[config.mk]
export PLATFORM = sky130hd
export DESIGN_NAME = wb_cache
export DESIGN_NICKNAME = d
export VERILOG_FILES = /design/src/rtl/wbc_pkg.sv /design/src/rtl/wbc_line_store.sv /design/src/rtl/wbc_ctrl.sv /design/src/rtl/wb_cache.sv
export SDC_FILE = /design/constraint.sdc
export NUM_CORES = 2
export LEC_CHECK = 0
export ABC_CLOCK_PERIOD_IN_PS = 9700
export BUFFER_PORTS_ARGS = -buffer_cell sky130_fd_sc_hd__buf_4
export CELL_PAD_IN_SITES_DETAIL_PLACEMENT = 0
export CELL_PAD_IN_SITES_GLOBAL_PLACEMENT = 1
export CORE_MARGIN = 10
export CORE_UTILIZATION = 44
export DETAILED_ROUTE_END_ITERATION = 12
export PLACE_DENSITY = 0.84
export SETUP_SLACK_MARGIN = 0.2
export SYNTH_ARGS = -nofsm -noshare
export SYNTH_HDL_FRONTEND = slang
export SYNTH_HIERARCHICAL = 1
export SYNTH_SLANG_ARGS = --single-unit
[constraint.sdc]
create_clock -name clk -period 9.7 [get_ports clk]
set_input_delay 1.94 -clock clk [delete_from_list [all_inputs] [get_ports clk]]
set_output_delay 1.94 -clock clk [all_outputs]
set_load 0.01 [all_outputs]
[src/rtl/wbc_pkg.sv]
package wbc_pkg;

   typedef enum logic [1:0] {
      LN_INV   = 2'd0,
      LN_CLEAN = 2'd1,
      LN_DIRTY = 2'd2
   } line_st_e;

   typedef enum logic [2:0] {
      S_IDLE = 3'd0,
      S_LOOK = 3'd1,
      S_WB   = 3'd2,
      S_KILL = 3'd3,
      S_FILL = 3'd4,
      S_UNC  = 3'd5,
      S_DONE = 3'd6
   } fsm_e;

   // exclusive-read (1) and write (2) probes remove the line
   function automatic logic probe_kills(input logic [1:0] kind);
      return (kind == 2'd1) || (kind == 2'd2);
   endfunction

endpackage

[src/rtl/wbc_line_store.sv]
module wbc_line_store
   import wbc_pkg::*;
#(
   parameter int IDX_W = 4,
   parameter int TAG_W = 10,
   parameter int DW    = 32
) (
   input  logic             clk,
   input  logic             rst_n,
   input  logic [IDX_W-1:0] rd_idx,
   output line_st_e         rd_state,
   output logic [TAG_W-1:0] rd_tag,
   output logic [DW-1:0]    rd_data,
   input  logic             wr_en,
   input  logic [IDX_W-1:0] wr_idx,
   input  line_st_e         wr_state,
   input  logic [TAG_W-1:0] wr_tag,
   input  logic [DW-1:0]    wr_data
);
   localparam int LINES = 1 << IDX_W;

   logic [LINES-1:0][1:0]       st_flat;
   logic [LINES-1:0][TAG_W-1:0] tag_flat;
   logic [LINES-1:0][DW-1:0]    dat_flat;

   for (genvar g = 0; g < LINES; g++) begin : g_line
      logic [1:0]       st_q;
      logic [TAG_W-1:0] tag_q;
      logic [DW-1:0]    dat_q;
      always_ff @(posedge clk) begin
         if (!rst_n) begin
            st_q  <= LN_INV;
            tag_q <= '0;
            dat_q <= '0;
         end else if (wr_en && (wr_idx == IDX_W'(g))) begin
            st_q  <= wr_state;
            tag_q <= wr_tag;
            dat_q <= wr_data;
         end
      end
      assign st_flat[g]  = st_q;
      assign tag_flat[g] = tag_q;
      assign dat_flat[g] = dat_q;
   end

   assign rd_state = line_st_e'(st_flat[rd_idx]);
   assign rd_tag   = tag_flat[rd_idx];
   assign rd_data  = dat_flat[rd_idx];

endmodule

[src/rtl/wbc_ctrl.sv]
module wbc_ctrl
   import wbc_pkg::*;
#(
   parameter int AW    = 16,
   parameter int DW    = 32,
   parameter int IDX_W = 4,
   parameter int OFF_W = 2,
   localparam int TAG_W = AW - IDX_W - OFF_W
) (
   input  logic             clk,
   input  logic             rst_n,
   input  logic             cache_dis,
   input  logic             cpu_req,
   input  logic             cpu_we,
   input  logic [AW-1:0]    cpu_addr,
   input  logic [DW-1:0]    cpu_wdata,
   output logic             cpu_done,
   output logic [DW-1:0]    cpu_rdata,
   input  logic             prb_req,
   input  logic [AW-1:0]    prb_addr,
   input  logic [1:0]       prb_kind,
   output logic             prb_done,
   output logic             prb_hit,
   output logic             mem_valid,
   output logic             mem_we,
   output logic [AW-1:0]    mem_addr,
   output logic [DW-1:0]    mem_wdata,
   input  logic             mem_ready,
   input  logic [DW-1:0]    mem_rdata,
   output logic [IDX_W-1:0] st_rd_idx,
   input  line_st_e         st_rd_state,
   input  logic [TAG_W-1:0] st_rd_tag,
   input  logic [DW-1:0]    st_rd_data,
   output logic             st_wr_en,
   output logic [IDX_W-1:0] st_wr_idx,
   output line_st_e         st_wr_state,
   output logic [TAG_W-1:0] st_wr_tag,
   output logic [DW-1:0]    st_wr_data
);
   fsm_e            state_q, nxt;
   logic            is_prb_q, we_q, dis_q, hit_q;
   logic [1:0]      kind_q;
   logic [AW-1:0]   addr_q;
   logic [DW-1:0]   wdata_q, rdata_q, rdata_nxt;
   logic            take_prb, take_cpu, ld_hit, ld_rdata;

   wire [IDX_W-1:0] idx_w     = addr_q[OFF_W +: IDX_W];
   wire [TAG_W-1:0] tag_w     = addr_q[AW-1 -: TAG_W];
   wire             hit       = (st_rd_state != LN_INV) && (st_rd_tag == tag_w);
   wire             dirty     = (st_rd_state == LN_DIRTY);
   wire             kill_kind = probe_kills(kind_q);

   assign st_rd_idx = idx_w;
   assign st_wr_idx = idx_w;

   always_comb begin
      nxt         = state_q;
      st_wr_en    = 1'b0;
      st_wr_state = st_rd_state;
      st_wr_tag   = st_rd_tag;
      st_wr_data  = st_rd_data;
      mem_valid   = 1'b0;
      mem_we      = 1'b0;
      mem_addr    = addr_q;
      mem_wdata   = wdata_q;
      take_prb    = 1'b0;
      take_cpu    = 1'b0;
      ld_hit      = 1'b0;
      ld_rdata    = 1'b0;
      rdata_nxt   = st_rd_data;
      case (state_q)
         S_IDLE: begin
            if (prb_req) begin
               take_prb = 1'b1;
               nxt      = S_LOOK;
            end else if (cpu_req) begin
               take_cpu = 1'b1;
               nxt      = S_LOOK;
            end
         end
         S_LOOK: begin
            if (is_prb_q) begin
               ld_hit = 1'b1;
               if (hit && dirty)          nxt = S_WB;
               else if (hit && kill_kind) nxt = S_KILL;
               else                       nxt = S_DONE;
            end else if (dis_q) begin
               if (hit && dirty) nxt = S_WB;
               else if (hit)     nxt = S_KILL;
               else              nxt = S_UNC;
            end else if (hit) begin
               if (we_q) begin
                  st_wr_en    = 1'b1;
                  st_wr_state = LN_DIRTY;
                  st_wr_data  = wdata_q;
               end else begin
                  ld_rdata = 1'b1;
               end
               nxt = S_DONE;
            end else if (dirty) begin
               nxt = S_WB;
            end else if (we_q) begin
               st_wr_en    = 1'b1;
               st_wr_state = LN_DIRTY;
               st_wr_tag   = tag_w;
               st_wr_data  = wdata_q;
               nxt         = S_DONE;
            end else begin
               nxt = S_FILL;
            end
         end
         S_WB: begin
            mem_valid = 1'b1;
            mem_we    = 1'b1;
            mem_addr  = {st_rd_tag, idx_w, {OFF_W{1'b0}}};
            mem_wdata = st_rd_data;
            if (mem_ready) begin
               st_wr_en    = 1'b1;
               st_wr_state = LN_CLEAN;
               if (is_prb_q ? kill_kind : dis_q) nxt = S_KILL;
               else if (is_prb_q)                nxt = S_DONE;
               else                              nxt = S_LOOK;
            end
         end
         S_KILL: begin
            st_wr_en    = 1'b1;
            st_wr_state = LN_INV;
            nxt         = is_prb_q ? S_DONE : S_UNC;
         end
         S_FILL: begin
            mem_valid = 1'b1;
            if (mem_ready) begin
               st_wr_en    = 1'b1;
               st_wr_state = LN_CLEAN;
               st_wr_tag   = tag_w;
               st_wr_data  = mem_rdata;
               ld_rdata    = 1'b1;
               rdata_nxt   = mem_rdata;
               nxt         = S_DONE;
            end
         end
         S_UNC: begin
            mem_valid = 1'b1;
            mem_we    = we_q;
            if (mem_ready) begin
               if (!we_q) begin
                  ld_rdata  = 1'b1;
                  rdata_nxt = mem_rdata;
               end
               nxt = S_DONE;
            end
         end
         S_DONE:  nxt = S_IDLE;
         default: nxt = S_IDLE;
      endcase
   end

   always_ff @(posedge clk) begin
      if (!rst_n) begin
         state_q  <= S_IDLE;
         is_prb_q <= 1'b0;
         we_q     <= 1'b0;
         dis_q    <= 1'b0;
         hit_q    <= 1'b0;
         kind_q   <= '0;
         addr_q   <= '0;
         wdata_q  <= '0;
         rdata_q  <= '0;
      end else begin
         state_q <= nxt;
         if (take_prb) begin
            is_prb_q <= 1'b1;
            we_q     <= 1'b0;
            addr_q   <= prb_addr;
            kind_q   <= prb_kind;
            hit_q    <= 1'b0;
         end
         if (take_cpu) begin
            is_prb_q <= 1'b0;
            we_q     <= cpu_we;
            addr_q   <= cpu_addr;
            wdata_q  <= cpu_wdata;
            dis_q    <= cache_dis;
         end
         if (ld_hit)   hit_q   <= hit;
         if (ld_rdata) rdata_q <= rdata_nxt;
      end
   end

   assign cpu_done  = (state_q == S_DONE) && !is_prb_q;
   assign prb_done  = (state_q == S_DONE) && is_prb_q;
   assign cpu_rdata = rdata_q;
   assign prb_hit   = hit_q;

   // request held steady until accepted
   assert_mem_hold_R11: assert property (@(posedge clk) disable iff (!rst_n)
      (mem_valid && !mem_ready) |=> (mem_valid && $stable(mem_addr) && $stable(mem_we) && $stable(mem_wdata)));

   // a completed writeback leaves the line Clean
   assert_wb_clean_R6: assert property (@(posedge clk) disable iff (!rst_n)
      (state_q == S_WB && mem_ready) |=> (st_rd_state == LN_CLEAN));

   // an uncached access leaves the indexed line untouched
   assert_unc_no_alloc_R5: assert property (@(posedge clk) disable iff (!rst_n)
      (state_q == S_UNC && mem_ready) |=> $stable(st_rd_state) && $stable(st_rd_tag));

   // line state at probe completion follows the probe kind
   assert_probe_state_R8: assert property (@(posedge clk) disable iff (!rst_n)
      (prb_done && prb_hit) |-> (st_rd_state == (kill_kind ? LN_INV : LN_CLEAN)));

   // the sampled disable bit is frozen for the whole request
   assert_dis_frozen_R10: assert property (@(posedge clk) disable iff (!rst_n)
      (state_q != S_IDLE && state_q != S_DONE) |=> $stable(dis_q));

   // a probe present at acceptance is taken first
   assert_probe_first_R9: assert property (@(posedge clk) disable iff (!rst_n)
      (state_q == S_IDLE && prb_req) |=> is_prb_q);

endmodule

[src/rtl/wb_cache.sv]
module wb_cache
   import wbc_pkg::*;
#(
   parameter int AW      = 16,
   parameter int DW      = 32,
   parameter int IDX_W   = 4,
   parameter int CTL_W   = 32,
   parameter int DIS_BIT = 30
) (
   input  logic             clk,
   input  logic             rst_n,
   input  logic             ctl_we,
   input  logic [CTL_W-1:0] ctl_wdata,
   output logic [CTL_W-1:0] ctl_q,
   input  logic             cpu_req,
   input  logic             cpu_we,
   input  logic [AW-1:0]    cpu_addr,
   input  logic [DW-1:0]    cpu_wdata,
   output logic             cpu_done,
   output logic [DW-1:0]    cpu_rdata,
   input  logic             prb_req,
   input  logic [AW-1:0]    prb_addr,
   input  logic [1:0]       prb_kind,
   output logic             prb_done,
   output logic             prb_hit,
   output logic             mem_valid,
   output logic             mem_we,
   output logic [AW-1:0]    mem_addr,
   output logic [DW-1:0]    mem_wdata,
   input  logic             mem_ready,
   input  logic [DW-1:0]    mem_rdata
);
   localparam int OFF_W = $clog2(DW / 8);
   localparam int TAG_W = AW - IDX_W - OFF_W;

   if (TAG_W < 1) begin : g_bad_aw
      $error("wb_cache: AW too small for IDX_W and word offset");
   end
   if (DIS_BIT >= CTL_W) begin : g_bad_dis
      $error("wb_cache: DIS_BIT outside control register");
   end
   if (DW % 8 != 0) begin : g_bad_dw
      $error("wb_cache: DW must be whole bytes");
   end

   always_ff @(posedge clk) begin
      if (!rst_n)      ctl_q <= '0;
      else if (ctl_we) ctl_q <= ctl_wdata;
   end

   logic [IDX_W-1:0] st_rd_idx, st_wr_idx;
   line_st_e         st_rd_state, st_wr_state;
   logic [TAG_W-1:0] st_rd_tag, st_wr_tag;
   logic [DW-1:0]    st_rd_data, st_wr_data;
   logic             st_wr_en;

   wbc_line_store #(.IDX_W(IDX_W), .TAG_W(TAG_W), .DW(DW)) store_i (
      .clk(clk), .rst_n(rst_n),
      .rd_idx(st_rd_idx), .rd_state(st_rd_state), .rd_tag(st_rd_tag), .rd_data(st_rd_data),
      .wr_en(st_wr_en), .wr_idx(st_wr_idx), .wr_state(st_wr_state),
      .wr_tag(st_wr_tag), .wr_data(st_wr_data)
   );

   wbc_ctrl #(.AW(AW), .DW(DW), .IDX_W(IDX_W), .OFF_W(OFF_W)) ctrl_i (
      .clk(clk), .rst_n(rst_n), .cache_dis(ctl_q[DIS_BIT]),
      .cpu_req(cpu_req), .cpu_we(cpu_we), .cpu_addr(cpu_addr), .cpu_wdata(cpu_wdata),
      .cpu_done(cpu_done), .cpu_rdata(cpu_rdata),
      .prb_req(prb_req), .prb_addr(prb_addr), .prb_kind(prb_kind),
      .prb_done(prb_done), .prb_hit(prb_hit),
      .mem_valid(mem_valid), .mem_we(mem_we), .mem_addr(mem_addr), .mem_wdata(mem_wdata),
      .mem_ready(mem_ready), .mem_rdata(mem_rdata),
      .st_rd_idx(st_rd_idx), .st_rd_state(st_rd_state), .st_rd_tag(st_rd_tag),
      .st_rd_data(st_rd_data), .st_wr_en(st_wr_en), .st_wr_idx(st_wr_idx),
      .st_wr_state(st_wr_state), .st_wr_tag(st_wr_tag), .st_wr_data(st_wr_data)
   );

   // no activity straight out of reset
   assert_reset_quiet_R1: assert property (@(posedge clk)
      !rst_n |=> (!mem_valid && !cpu_done && !prb_done && ctl_q == '0));

endmodule

==> results.tsv <==
metric	value	unit
Clock Tree Buf Depth	3	
Routed WL per cell	23.2	um
DR vias/cell	6.35	
Setup Crit Path Kind	flip-flop to flip-flop	
status	complete, no violations	
max_slew headroom	0.148	
post-route minimum period	6.87	ns
peak fanout along the critical path	66	
CTS tree	built	
Fmax	146	MHz
total CTS buffers	85	
Hold Fails Final Rpt	0	
Area growth syn-to-layout	10.1	%
largest net degree at the start of global routing	230	
total power	0.00997	W
worst reg2reg endpoint	store_i/g_line[13].dat_q[11]	
H-tree depth	3	
nets	4418	
post-cts resize count	0	
root buffer cell	clkbuf_16	
post-CTS setup buffers	0	
Worst-path clk slew	0.06	ns
Routed WL	128	mm
global-route wire length before repair	201	mm
WHS	0.473	ns
Synth Net Count	4638	
Die Width	324	um
Die Y	324	um
row count	111	
vias in the first global route	34008	
final core occ	0.489	
top_reg_cell synth	dfxtp_1	
setup slack after placement	3.07	ns
critical path launch point	ctrl_i/addr_q[4]	
first-pass detailed-route iteration total	5	
filler instances	8451	
sequential element share of the synthesized area	0.406	
most common cell after layout, fill and taps aside	dfxtp_1	
Peak VDD IR	210	uV
worst skew pair latency	0.66	ns
max-cap viol count	0	
static leakage	14.5	nW
via count	35155	
Post-DRT Antenna Nets	0	
GRT Overall Usage	0.234	
antenna violations before repair	0	
commonest non-fill, non-tap cells in the layout	823 x dfxtp_1, 710 x nand3_1, 680 x o21ai_0	
number of synthesized flops with an enable pin	0	
synthesized netlist cell count	4501	
global route total overflow	0	
Syn Area/Cell	9.04	um2
skew final	0.0344	ns
IO Pins	254	
crit path DAT	7.43	ns
Mapped Area	40700	um2
setup ws final	2.83	ns
CP endpoint kind	flip-flop	
Distinct cells, synth	61	
I/O Buffers	253	
Post-synth ARST share	0	
CTS Sinks	825	
DRT iter0 DRCs	4001	
Remaining DRCs	0	
period utilization	0.708	
reg-to-reg slack, setup	2.83	ns
Detail Placement HPWL	68.2	mm
Pwr Density	223	nW/um2
RSZ-0062 raised after global routing	false	
Initial Util	0.444	
Tightest Pin Transition	1.28	ns
flops & latches, synth	825	
Critical Path Source Type	flip-flop	
Placeable Area	91700	um2
GPL Wtd Cong	0.793	
Hold Crit Class	flip-flop to flip-flop	
final slew viol count	0	
cts hold-fix bufs	0	
Worst Setup EP	store_i/g_line[13].dat_q[11]	
R2R cell count	13	
die area	105000	um2
final setup fails	0	
Crit path required time	10.27	ns
RR Startpoint	ctrl_i/addr_q[4]	
setup TNS	0	ns
fraction of layout cells with a size suffix above 1	0.162	
n_diodes	0	
YS warnings	6	
-- power breakdown --
group	switching, W	total (W)	internal, W
clock network	0.00141	0.00340	0.00199
logic	0.00224	0.00293	0.000694
registers	0.000161	0.00364	0.00348
total	0.00381	0.00997	0.00616
-- sequential cells by signal, summed over array words and instances (netlist names), 2 cells and up --
signal,count
store_i/g_line.tag_q,160
ctrl_i/wdata_q,32
store_i/g_line.st_q,32
ctrl_i/addr_q,16
ctrl_i/cpu_rdata,32
store_i/g_line.dat_q,512
ctrl_i/state_q,3
ctl_q,32
ctrl_i/kind_q,2
-- cell families after synthesis --
family,share of synthesized area
muxes,0.128
xor gates and xnor gates,0.00277
and+or+nand+nor,0.128
AOI/OAI and AO/OA,0.266
DFF,0.406
buffers and inverters,0.0696
-- Yosys cell counts, types with 3 or more instances --
master | number | share of area
nand2b_1 | 6 | 0.00092
nor2_1 | 24 | 0.0022
mux2i_1 | 65 | 0.016
a21boi_1 | 184 | 0.034
a221o_1 | 31 | 0.0076
nand3_1 | 711 | 0.087
mux4_2 | 175 | 0.097
o21ai_1 | 70 | 0.0086
a311oi_1 | 16 | 0.0034
mux2_2 | 53 | 0.015
a21oi_1 | 12 | 0.0015
nor2b_1 | 37 | 0.0057
buf_6 | 24 | 0.0066
buf_2 | 175 | 0.022
nand3b_1 | 5 | 0.00092
xnor2_1 | 11 | 0.0024
o21ai_0 | 680 | 0.084
a21boi_0 | 554 | 0.10
clkbuf_1 | 352 | 0.032
and3_1 | 4 | 0.00061
nor3_1 | 4 | 0.00049
dfxtp_1 | 825 | 0.41
buf_12 | 3 | 0.0015
inv_1 | 4 | 0.00037
nand2_1 | 256 | 0.024
buf_4 | 17 | 0.0031
a22oi_1 | 119 | 0.022
and2_1 | 7 | 0.0011
buf_1 | 41 | 0.0038
-- metal layers --
metal	up-vias	global-route usage	wire length [um]
met4	0	0.0635	2580
met1	17452	0.326	56500
met3	183	0.0405	11400
li1	15930	-	-
met5	-	0	0
met2	1590	0.372	58000
-- worst max-delay path: stages, from the launching register on --
cell,delay [ns]
dfxtp_1,0.89
nor2b_4,0.66
buf_4,0.71
a22oi_1,0.15
nand2_1,0.21
xnor2_1,0.20
nand3_1,0.31
nor3_2,0.46
o21ai_0,0.13
o31ai_1,0.90
and3_4,0.90
buf_4,0.75
nand3_1,0.17
a21boi_0,0.22
-- metrics by stage --
step,instances,instance area [um2]
6_report,5534,44800
5_1_grt,5534,44800
4_1_cts,5534,44800
3_5_place_dp,5380,41900
3_3_place_gp,5380,41900
2_1_floorplan,4501,40700
-- how the worst min path moves through the flow --
| stage | start | endpoint | slack (ns) | cells past startpoint |
|---|---|---|---|---|
| 3_3_place_gp | store_i/g_line[11].tag_q[2] | store_i/g_line[11].tag_q[2] | 0.46 | 2 |
| 6_report | store_i/g_line[13].dat_q[1] | store_i/g_line[13].dat_q[1] | 0.47 | 2 |
| 5_1_grt | store_i/g_line[1].dat_q[29] | store_i/g_line[1].dat_q[29] | 0.49 | 2 |
| 3_5_place_dp | store_i/g_line[13].dat_q[4] | store_i/g_line[13].dat_q[4] | 0.46 | 2 |
| 4_1_cts | store_i/g_line[11].tag_q[2] | store_i/g_line[11].tag_q[2] | 0.47 | 2 |
| 2_1_floorplan | store_i/g_line[13].dat_q[1] | store_i/g_line[13].dat_q[1] | 0.45 | 2 |
-- area by class of cell --
| class | instances | area [um2] | area share |
|---|---|---|---|
| inverter | 5 | 18.8 | 0.000419 |
| clock buffer | 128 | 2570 | 0.0575 |
| multi-input combinational | 3058 | 21500 | 0.480 |
| clock inverter | 26 | 309 | 0.00690 |
| sequential | 825 | 16500 | 0.369 |
| tap | 1186 | 1480 | 0.0331 |
| timing repair buffer | 306 | 2400 | 0.0537 |
Note: power is estimated with default switching activity, not from simulation.
